==> config.mk <==
export PLATFORM = sky130hd
export DESIGN_NAME = rx_pkt_buf
export DESIGN_NICKNAME = d
export VERILOG_FILES = /design/src/rtl/rx_pkt_buf_pkg.sv /design/src/rtl/rx_pkt_ctl.sv /design/src/rtl/rx_pkt_store.sv /design/src/rtl/rx_pkt_buf.sv
export SDC_FILE = /design/constraint.sdc
export NUM_CORES = 1
export LEC_CHECK = 0
export BUFFER_PORTS_ARGS = -buffer_cell sky130_fd_sc_hd__buf_2
export CAP_MARGIN = 0
export CORE_ASPECT_RATIO = 1.4
export CORE_MARGIN = 4
export CORE_UTILIZATION = 40
export CTS_CLUSTER_DIAMETER = 40
export DETAILED_ROUTE_END_ITERATION = 10
export PLACE_DENSITY = 0.58
export SYNTH_ARGS = -nofsm -noshare
export SYNTH_HDL_FRONTEND = slang
export SYNTH_SLANG_ARGS = --single-unit
==> constraint.sdc <==
create_clock -name clk -period 8.1 [get_ports clk]
set_input_delay 0.81 -clock clk [delete_from_list [all_inputs] [get_ports clk]]
set_output_delay 0.81 -clock clk [all_outputs]
set_load 0.01 [all_outputs]
==> src/rtl/rx_pkt_buf_pkg.sv <==
package rx_pkt_buf_pkg;

  // Strobes from the write control to the storage datapath.
  typedef struct packed {
    logic startPkt;   // store word at committed pointer, open new packet
    logic appendWord; // store word at speculative pointer
    logic commit;     // make the stored packet visible (with start/append)
    logic rollback;   // speculative pointer returns to committed pointer
  } wrStrobe_t;

endpackage

==> src/rtl/rx_pkt_ctl.sv <==
module rx_pkt_ctl
  import rx_pkt_buf_pkg::*;
(
  input  logic      clk,
  input  logic      rstN,
  input  logic      wrValid,
  input  logic      wrSop,
  input  logic      wrEop,
  input  logic      wrAbort,
  input  logic      wrError,
  input  logic      clrErr,
  input  logic      intEn,
  input  logic      fullAtCommit,
  input  logic      fullAtSpec,
  output wrStrobe_t strb,
  output logic      discardFlag,
  output logic      discardOe
);

  logic inPkt;
  logic inPktNext;
  logic setErr;

  always_comb begin
    strb      = '0;
    setErr    = 1'b0;
    inPktNext = inPkt;
    if (wrAbort || wrError) begin
      strb.rollback = 1'b1;
      setErr        = wrError;
      inPktNext     = 1'b0;
    end else if (wrValid && wrSop && !discardFlag) begin
      if (fullAtCommit) begin
        strb.rollback = 1'b1;
        setErr        = 1'b1;
        inPktNext     = 1'b0;
      end else begin
        strb.startPkt = 1'b1;
        strb.commit   = wrEop;
        inPktNext     = !wrEop;
      end
    end else if (wrValid && !wrSop && inPkt) begin
      if (fullAtSpec) begin
        strb.rollback = 1'b1;
        setErr        = 1'b1;
        inPktNext     = 1'b0;
      end else begin
        strb.appendWord = 1'b1;
        strb.commit     = wrEop;
        inPktNext       = !wrEop;
      end
    end
  end

  always_ff @(posedge clk or negedge rstN) begin
    if (!rstN) begin
      inPkt       <= 1'b0;
      discardFlag <= 1'b0;
      discardOe   <= 1'b0;
    end else begin
      inPkt     <= inPktNext;
      discardOe <= intEn;
      if (setErr)
        discardFlag <= 1'b1;
      else if (clrErr)
        discardFlag <= 1'b0;
    end
  end


  err_sets_flag_chk: assert property (@(posedge clk) disable iff (!rstN)
    wrError |=> discardFlag);


  flag_sticky_chk: assert property (@(posedge clk) disable iff (!rstN)
    discardFlag && !clrErr |=> discardFlag);


  flag_clear_chk: assert property (@(posedge clk) disable iff (!rstN)
    discardFlag && clrErr && !wrError |=> !discardFlag);


  no_load_while_flag_chk: assert property (@(posedge clk) disable iff (!rstN)
    discardFlag |-> !strb.startPkt && !strb.appendWord);


  flag_no_open_pkt_chk: assert property (@(posedge clk) disable iff (!rstN)
    discardFlag |-> !inPkt);


  oe_high_chk: assert property (@(posedge clk) disable iff (!rstN)
    intEn |=> discardOe);


  oe_low_chk: assert property (@(posedge clk) disable iff (!rstN)
    !intEn |=> !discardOe);

endmodule

==> src/rtl/rx_pkt_store.sv <==
module rx_pkt_store
  import rx_pkt_buf_pkg::*;
#(
  parameter int DATA_W = 32,
  parameter int DEPTH  = 16
) (
  input  logic              clk,
  input  logic              rstN,
  input  wrStrobe_t         strb,
  input  logic [DATA_W-1:0] wrData,
  input  logic              wrEop,
  input  logic              rdEn,
  output logic              fullAtCommit,
  output logic              fullAtSpec,
  output logic              rdEmpty,
  output logic              rdValid,
  output logic [DATA_W-1:0] rdData,
  output logic              rdEop
);

  localparam int AW = (DEPTH > 1) ? $clog2(DEPTH) : 1;
  localparam int PW = AW + 1;
  localparam logic [PW-1:0] DEPTH_P = PW'(DEPTH);

  logic [DATA_W:0] mem [DEPTH];

  logic [PW-1:0] rdPtr;
  logic [PW-1:0] commitPtr;
  logic [PW-1:0] specPtr;
  logic [PW-1:0] commitUsed;
  logic [PW-1:0] specUsed;
  logic [AW-1:0] wrAddr;
  logic          wrStore;
  logic          pop;

  assign commitUsed   = commitPtr - rdPtr;
  assign specUsed     = specPtr - rdPtr;
  assign fullAtCommit = (commitUsed == DEPTH_P);
  assign fullAtSpec   = (specUsed == DEPTH_P);
  assign rdEmpty      = (commitPtr == rdPtr);
  assign pop          = rdEn && !rdEmpty;
  assign wrStore      = strb.startPkt || strb.appendWord;
  assign wrAddr       = strb.startPkt ? commitPtr[AW-1:0] : specPtr[AW-1:0];

  always_ff @(posedge clk) begin
    if (wrStore)
      mem[wrAddr] <= {wrEop, wrData};
  end

  always_ff @(posedge clk or negedge rstN) begin
    if (!rstN) begin
      commitPtr <= '0;
      specPtr   <= '0;
    end else if (strb.rollback) begin
      specPtr <= commitPtr;
    end else if (strb.startPkt) begin
      specPtr <= commitPtr + PW'(1);
      if (strb.commit)
        commitPtr <= commitPtr + PW'(1);
    end else if (strb.appendWord) begin
      specPtr <= specPtr + PW'(1);
      if (strb.commit)
        commitPtr <= specPtr + PW'(1);
    end
  end

  always_ff @(posedge clk or negedge rstN) begin
    if (!rstN) begin
      rdPtr   <= '0;
      rdValid <= 1'b0;
      rdData  <= '0;
      rdEop   <= 1'b0;
    end else begin
      rdValid <= pop;
      if (pop) begin
        rdPtr  <= rdPtr + PW'(1);
        rdData <= mem[rdPtr[AW-1:0]][DATA_W-1:0];
        rdEop  <= mem[rdPtr[AW-1:0]][DATA_W];
      end
    end
  end


  occ_bound_chk: assert property (@(posedge clk) disable iff (!rstN)
    commitUsed <= DEPTH_P && specUsed <= DEPTH_P && specUsed >= commitUsed);


  rollback_chk: assert property (@(posedge clk) disable iff (!rstN)
    strb.rollback |=> specPtr == commitPtr);


  hidden_until_commit_chk: assert property (@(posedge clk) disable iff (!rstN)
    rdEmpty && !strb.commit |=> rdEmpty);


  no_pop_empty_chk: assert property (@(posedge clk) disable iff (!rstN)
    rdEn && rdEmpty |=> !rdValid);

endmodule

==> src/rtl/rx_pkt_buf.sv <==
module rx_pkt_buf
  import rx_pkt_buf_pkg::*;
#(
  parameter int DATA_W = 32,
  parameter int DEPTH  = 16
) (
  input  logic              clk,
  input  logic              rstN,
  input  logic              wrValid,
  input  logic [DATA_W-1:0] wrData,
  input  logic              wrSop,
  input  logic              wrEop,
  input  logic              wrAbort,
  input  logic              wrError,
  input  logic              rdEn,
  output logic [DATA_W-1:0] rdData,
  output logic              rdEop,
  output logic              rdValid,
  output logic              rdEmpty,
  input  logic              clrErr,
  input  logic              intEn,
  output logic              discardFlag,
  output logic              discardOe
);

  wrStrobe_t strb;
  logic      fullAtCommit;
  logic      fullAtSpec;

  rx_pkt_ctl u_ctl (
    .clk          (clk),
    .rstN         (rstN),
    .wrValid      (wrValid),
    .wrSop        (wrSop),
    .wrEop        (wrEop),
    .wrAbort      (wrAbort),
    .wrError      (wrError),
    .clrErr       (clrErr),
    .intEn        (intEn),
    .fullAtCommit (fullAtCommit),
    .fullAtSpec   (fullAtSpec),
    .strb         (strb),
    .discardFlag  (discardFlag),
    .discardOe    (discardOe)
  );

  rx_pkt_store #(
    .DATA_W (DATA_W),
    .DEPTH  (DEPTH)
  ) u_store (
    .clk          (clk),
    .rstN         (rstN),
    .strb         (strb),
    .wrData       (wrData),
    .wrEop        (wrEop),
    .rdEn         (rdEn),
    .fullAtCommit (fullAtCommit),
    .fullAtSpec   (fullAtSpec),
    .rdEmpty      (rdEmpty),
    .rdValid      (rdValid),
    .rdData       (rdData),
    .rdEop        (rdEop)
  );

endmodule

==> results by group <==
Outcome
  – Status: finished clean

Power
  – Sequential share of power: between 40% and 50%
  – P_int: 0.00603 W
  – Static leakage: 8.58 nW
  – Psw: between 0.002 and 0.0025 W
  – Clk pwr share: between 30% and 40%
  – Max VDD drop: between 0.2 and 0.3 mV
  – Combinational power share: 23.6%
  – PwrDens: 322 nW/µm²
  – Sw frac: 28.0%

Synth
  – Dominant cells by area after synthesis: edfxtp_1 (70%), mux4_2 (16%), dfrtp_1 (5.8%)
  – Register area share after synthesis: between 70 and 80%
  – EDFF count, synth: between 500 and 600
  – Unique cell type count in the Yosys netlist: 51
  – Synth area leader: edfxtp_1
  – Synth Area per Inst: between 20 and 25 µm²
  – Mapped cell area: 22,600 µm²
  – Yosys reg bits: slightly below 600
  – Synthesis Warnings: 0
  – Share of flip-flops with an asynchronous set or reset: under 10%
  – Post-Synthesis Net Count: between 1,000 and 1,500
  – Main synth FF type: edfxtp_1
  – Share of the synthesized area in the top cell type: 70.3%
  – Cells after Synth: between 1,000 and 1,500

Timing
  – RSZ-0062 raised after global routing: false
  – Maximum clock rate: slightly below 200 MHz
  – Final setup violation count: 0
  – Final hold violation count: 0
  – Slew Limit Fails: 0
  – Final period utilization: 62.3%
  – Post-Route Setup TNS: 0 ns
  – Slew HR: roughly 22%
  – Final WS setup: 3.05 ns
  – Clock Skews: between 0.02 and 0.025 ns
  – Tmin final: about 5.0 ns
  – Worst Tran Pin Value: between 1 and 1.5 ns

Route
  – Pre-antenna DRT Iters: 7
  – Initial DRC count: 869
  – Post-DR vias/cell: about 5.4
  – Post-route ant nets: 0
  – DR WL/cell: between 20 and 25 µm
  – Residual DRC: 0
  – Vias after detailed routing: between 10,000 and 15,000
  – DRT Wirelength: around 48 mm

Finish
  – Finished Cell Area: approximately 26,000 µm²
  – Fill count: between 4,000 and 5,000
  – Core Util, Final: between 40% and 50%
  – Synth-to-Final Area Change: 15.3%
  – Final Non-Filler Cells: between 1,500 and 2,000
  – Layout cells sized above 1: 32.1%
  – Commonest non-fill, non-tap cell in the layout: edfxtp_1
  – Commonest non-fill, non-tap cells in the layout: edfxtp_1 (528), mux4_2 (165), nand2_1 (117), buf_2 (77), clkbuf_16 (62)
  – Nets: about 1,200

Die
  – DIE WIDTH: 209 µm
  – Die Area: around 60,000 µm²
  – Core area: 55,500 µm²
  – Die height: slightly below 300 µm
  – I/O pins: between 70 and 80
  – Initial Util: 40.6%
  – Row Count: about 100

CTS
  – CTS tree: yes
  – Clock buffer depth: 3
  – H-tree depth: 2
  – Setup Buffers After CTS: 0
  – Post-CTS Resized: 0
  – Total CTS buffers: 60
  – CTS Hold Bufs: 0
  – Clock Sinks: a little under 600
  – Worst-path clk slew: ~0.06 ns
  – Worst-Skew Late Latency: approximately 0.6 ns
  – CTS root buf: clkbuf_16

Setup path
  – Worst Path Required: 8.33 ns
  – Reg2reg path depth: 10
  – CP cell instances: inv_1 -> ha_1 -> nand2_1 -> o21bai_1 -> a21o_1 -> o2111a_1 -> nor2_1 -> a32oi_1 -> nor2_4 -> buf_4
  – Critical Path Start Type: flip-flop
  – Crit path capture type: flip-flop
  – CP max stage delay: around 1.1 ns
  – FF-to-FF setup slack: just over 3 ns
  – FF-to-FF Start: u_store.rdPtr[2]$_DFFE_PN0P_
  – Worst R2R End: u_store.mem[1][14]$_DFFE_PP_
  – Setup CP Type: flip-flop to flip-flop
  – Critical path's slowest cell: dfrtp_2
  – Crit path max fanout: 37
  – Worst EP arrival: between 5 and 6 ns

Place
  – Placed Cells: 1,846
  – Post-DP HPWL: between 20 and 30 mm
  – I/O Buffers: 78
  – Pre-CTS setup slack: 3.06 ns
  – Gpl congestion: ~0.8
  – Placed inst area: about 24,000 µm²

GRT
  – Largest net degree at the start of global routing: ~110
  – Number of global-route vias before repair: 11,500
  – Global-route wire length before repair: 73.8 mm
  – Total track usage: 16.1%
  – Total global routing overflow: 0
  – Antenna violations before repair: 1

Worst hold path
  – HP Class: primary input to asynchronous set/reset pin

Run
  – Max-cap violation count: 0
==> area by class of cell <==
type / instances / area (µm²) / share of cell area [%]
flip-flops and latches: 580 / 17200 / 66.0
multi-input cells: 426 / 5270 / 20.3
clock buffers: 67 / 1580 / 6.08
well taps: 728 / 911 / 3.50
repair buffers: 99 / 563 / 2.17
clock inverters: 47 / 460 / 1.77
inverters: 13 / 48.8 / 0.188
diodes: 1 / 2.50 / 0.00963
==> power groups by stage <==
stage          clock, W  combinational [W]  sequential, W
2_1_floorplan         0            0.00155        0.00355
3_3_place_gp          0            0.00202        0.00368
3_5_place_dp          0            0.00203        0.00368
4_1_cts         0.00285            0.00204        0.00362
5_1_grt         0.00298            0.00216        0.00365
6_report        0.00278            0.00198        0.00362
==> cell usage after synthesis (3+ instances only) <==
cell type and number:
edfxtp_1 528, mux4_2 165, nand2_1 117, dfrtp_1 52, nor2_1 35, clkbuf_1 31
o21ai_0 15, buf_1 12, inv_1 12, xnor2_1 11, buf_2 9, ha_1 9
nand3_1 7, a21oi_1 6, a22oi_1 5, a21o_1 4, a221o_1 3, a32oi_1 3
nor2b_1 3, nor3_1 3
==> layer usage <==
layer | vias to the layer above | global-route usage [%] | share of wire (%)
li1 | 4613 | - | -
met1 | 5649 | 20.4 | 40
met2 | 266 | 29.3 | 54
met3 | 78 | 2.40 | 4.2
met4 | 0 | 3.90 | 2.0
met5 | - | 0 | 0
==> metrics by stage <==
stage          hold WS, ns  power [W]
2_1_floorplan        0.486    0.00510
3_3_place_gp         0.452    0.00570
3_5_place_dp         0.457    0.00572
4_1_cts              0.301    0.00851
5_1_grt              0.312    0.00879
6_report             0.328    0.00837
==> worst max path at each step <==
stage                                   endpoint  slack, ns                    startpoint
floorplan            u_store.mem[9][0]$_DFFE_PP_       3.24  u_store.rdPtr[1]$_DFFE_PN0P_
global placement    u_store.mem[1][19]$_DFFE_PP_       3.20  u_store.rdPtr[2]$_DFFE_PN0P_
detailed placement  u_store.mem[1][19]$_DFFE_PP_       3.06  u_store.rdPtr[2]$_DFFE_PN0P_
CTS                 u_store.mem[1][20]$_DFFE_PP_       3.04  u_store.rdPtr[2]$_DFFE_PN0P_
global route        u_store.mem[1][20]$_DFFE_PP_       2.71  u_store.rdPtr[2]$_DFFE_PN0P_
finish              u_store.mem[1][14]$_DFFE_PP_       3.05  u_store.rdPtr[2]$_DFFE_PN0P_
==> cells by family (layout without fill, tap and decap cells) <==
group / Yosys count / in the layout / share of synthesized area [%]
compound gates: 56 / 56 / 1.77
buf+inv: 65 / 226 / 1.13
xor+xnor: 14 / 14 / 0.605
simple gates: 179 / 179 / 3.32
mux: 168 / 168 / 16.6
fa+ha+maj: 9 / 9 / 0.499
flops: 580 / 580 / 76.1
other cells: 0 / 1 / 0
==> worst max-delay path: cells and delay by family (launching register included) <==
kind	cells	cell delay, ns
AND/OR/NAND/NOR	3	1.26
AO/OA/AOI/OAI	4	1.19
flip-flops	1	1.14
buffers and inverters	2	0.66
adder cells (fa/ha/maj)	1	0.40
==> flip-flops by register name, summed over array words and instances, names as in the netlist <==
register / count
u_ctl.discardFlag: 1
u_ctl.discardOe: 1
u_ctl.inPkt: 1
u_store.commitPtr: 5
u_store.mem: 528
u_store.rdData: 32
u_store.rdEop: 1
u_store.rdPtr: 5
u_store.rdValid: 1
u_store.specPtr: 5
(Power assumes the default switching activity.)
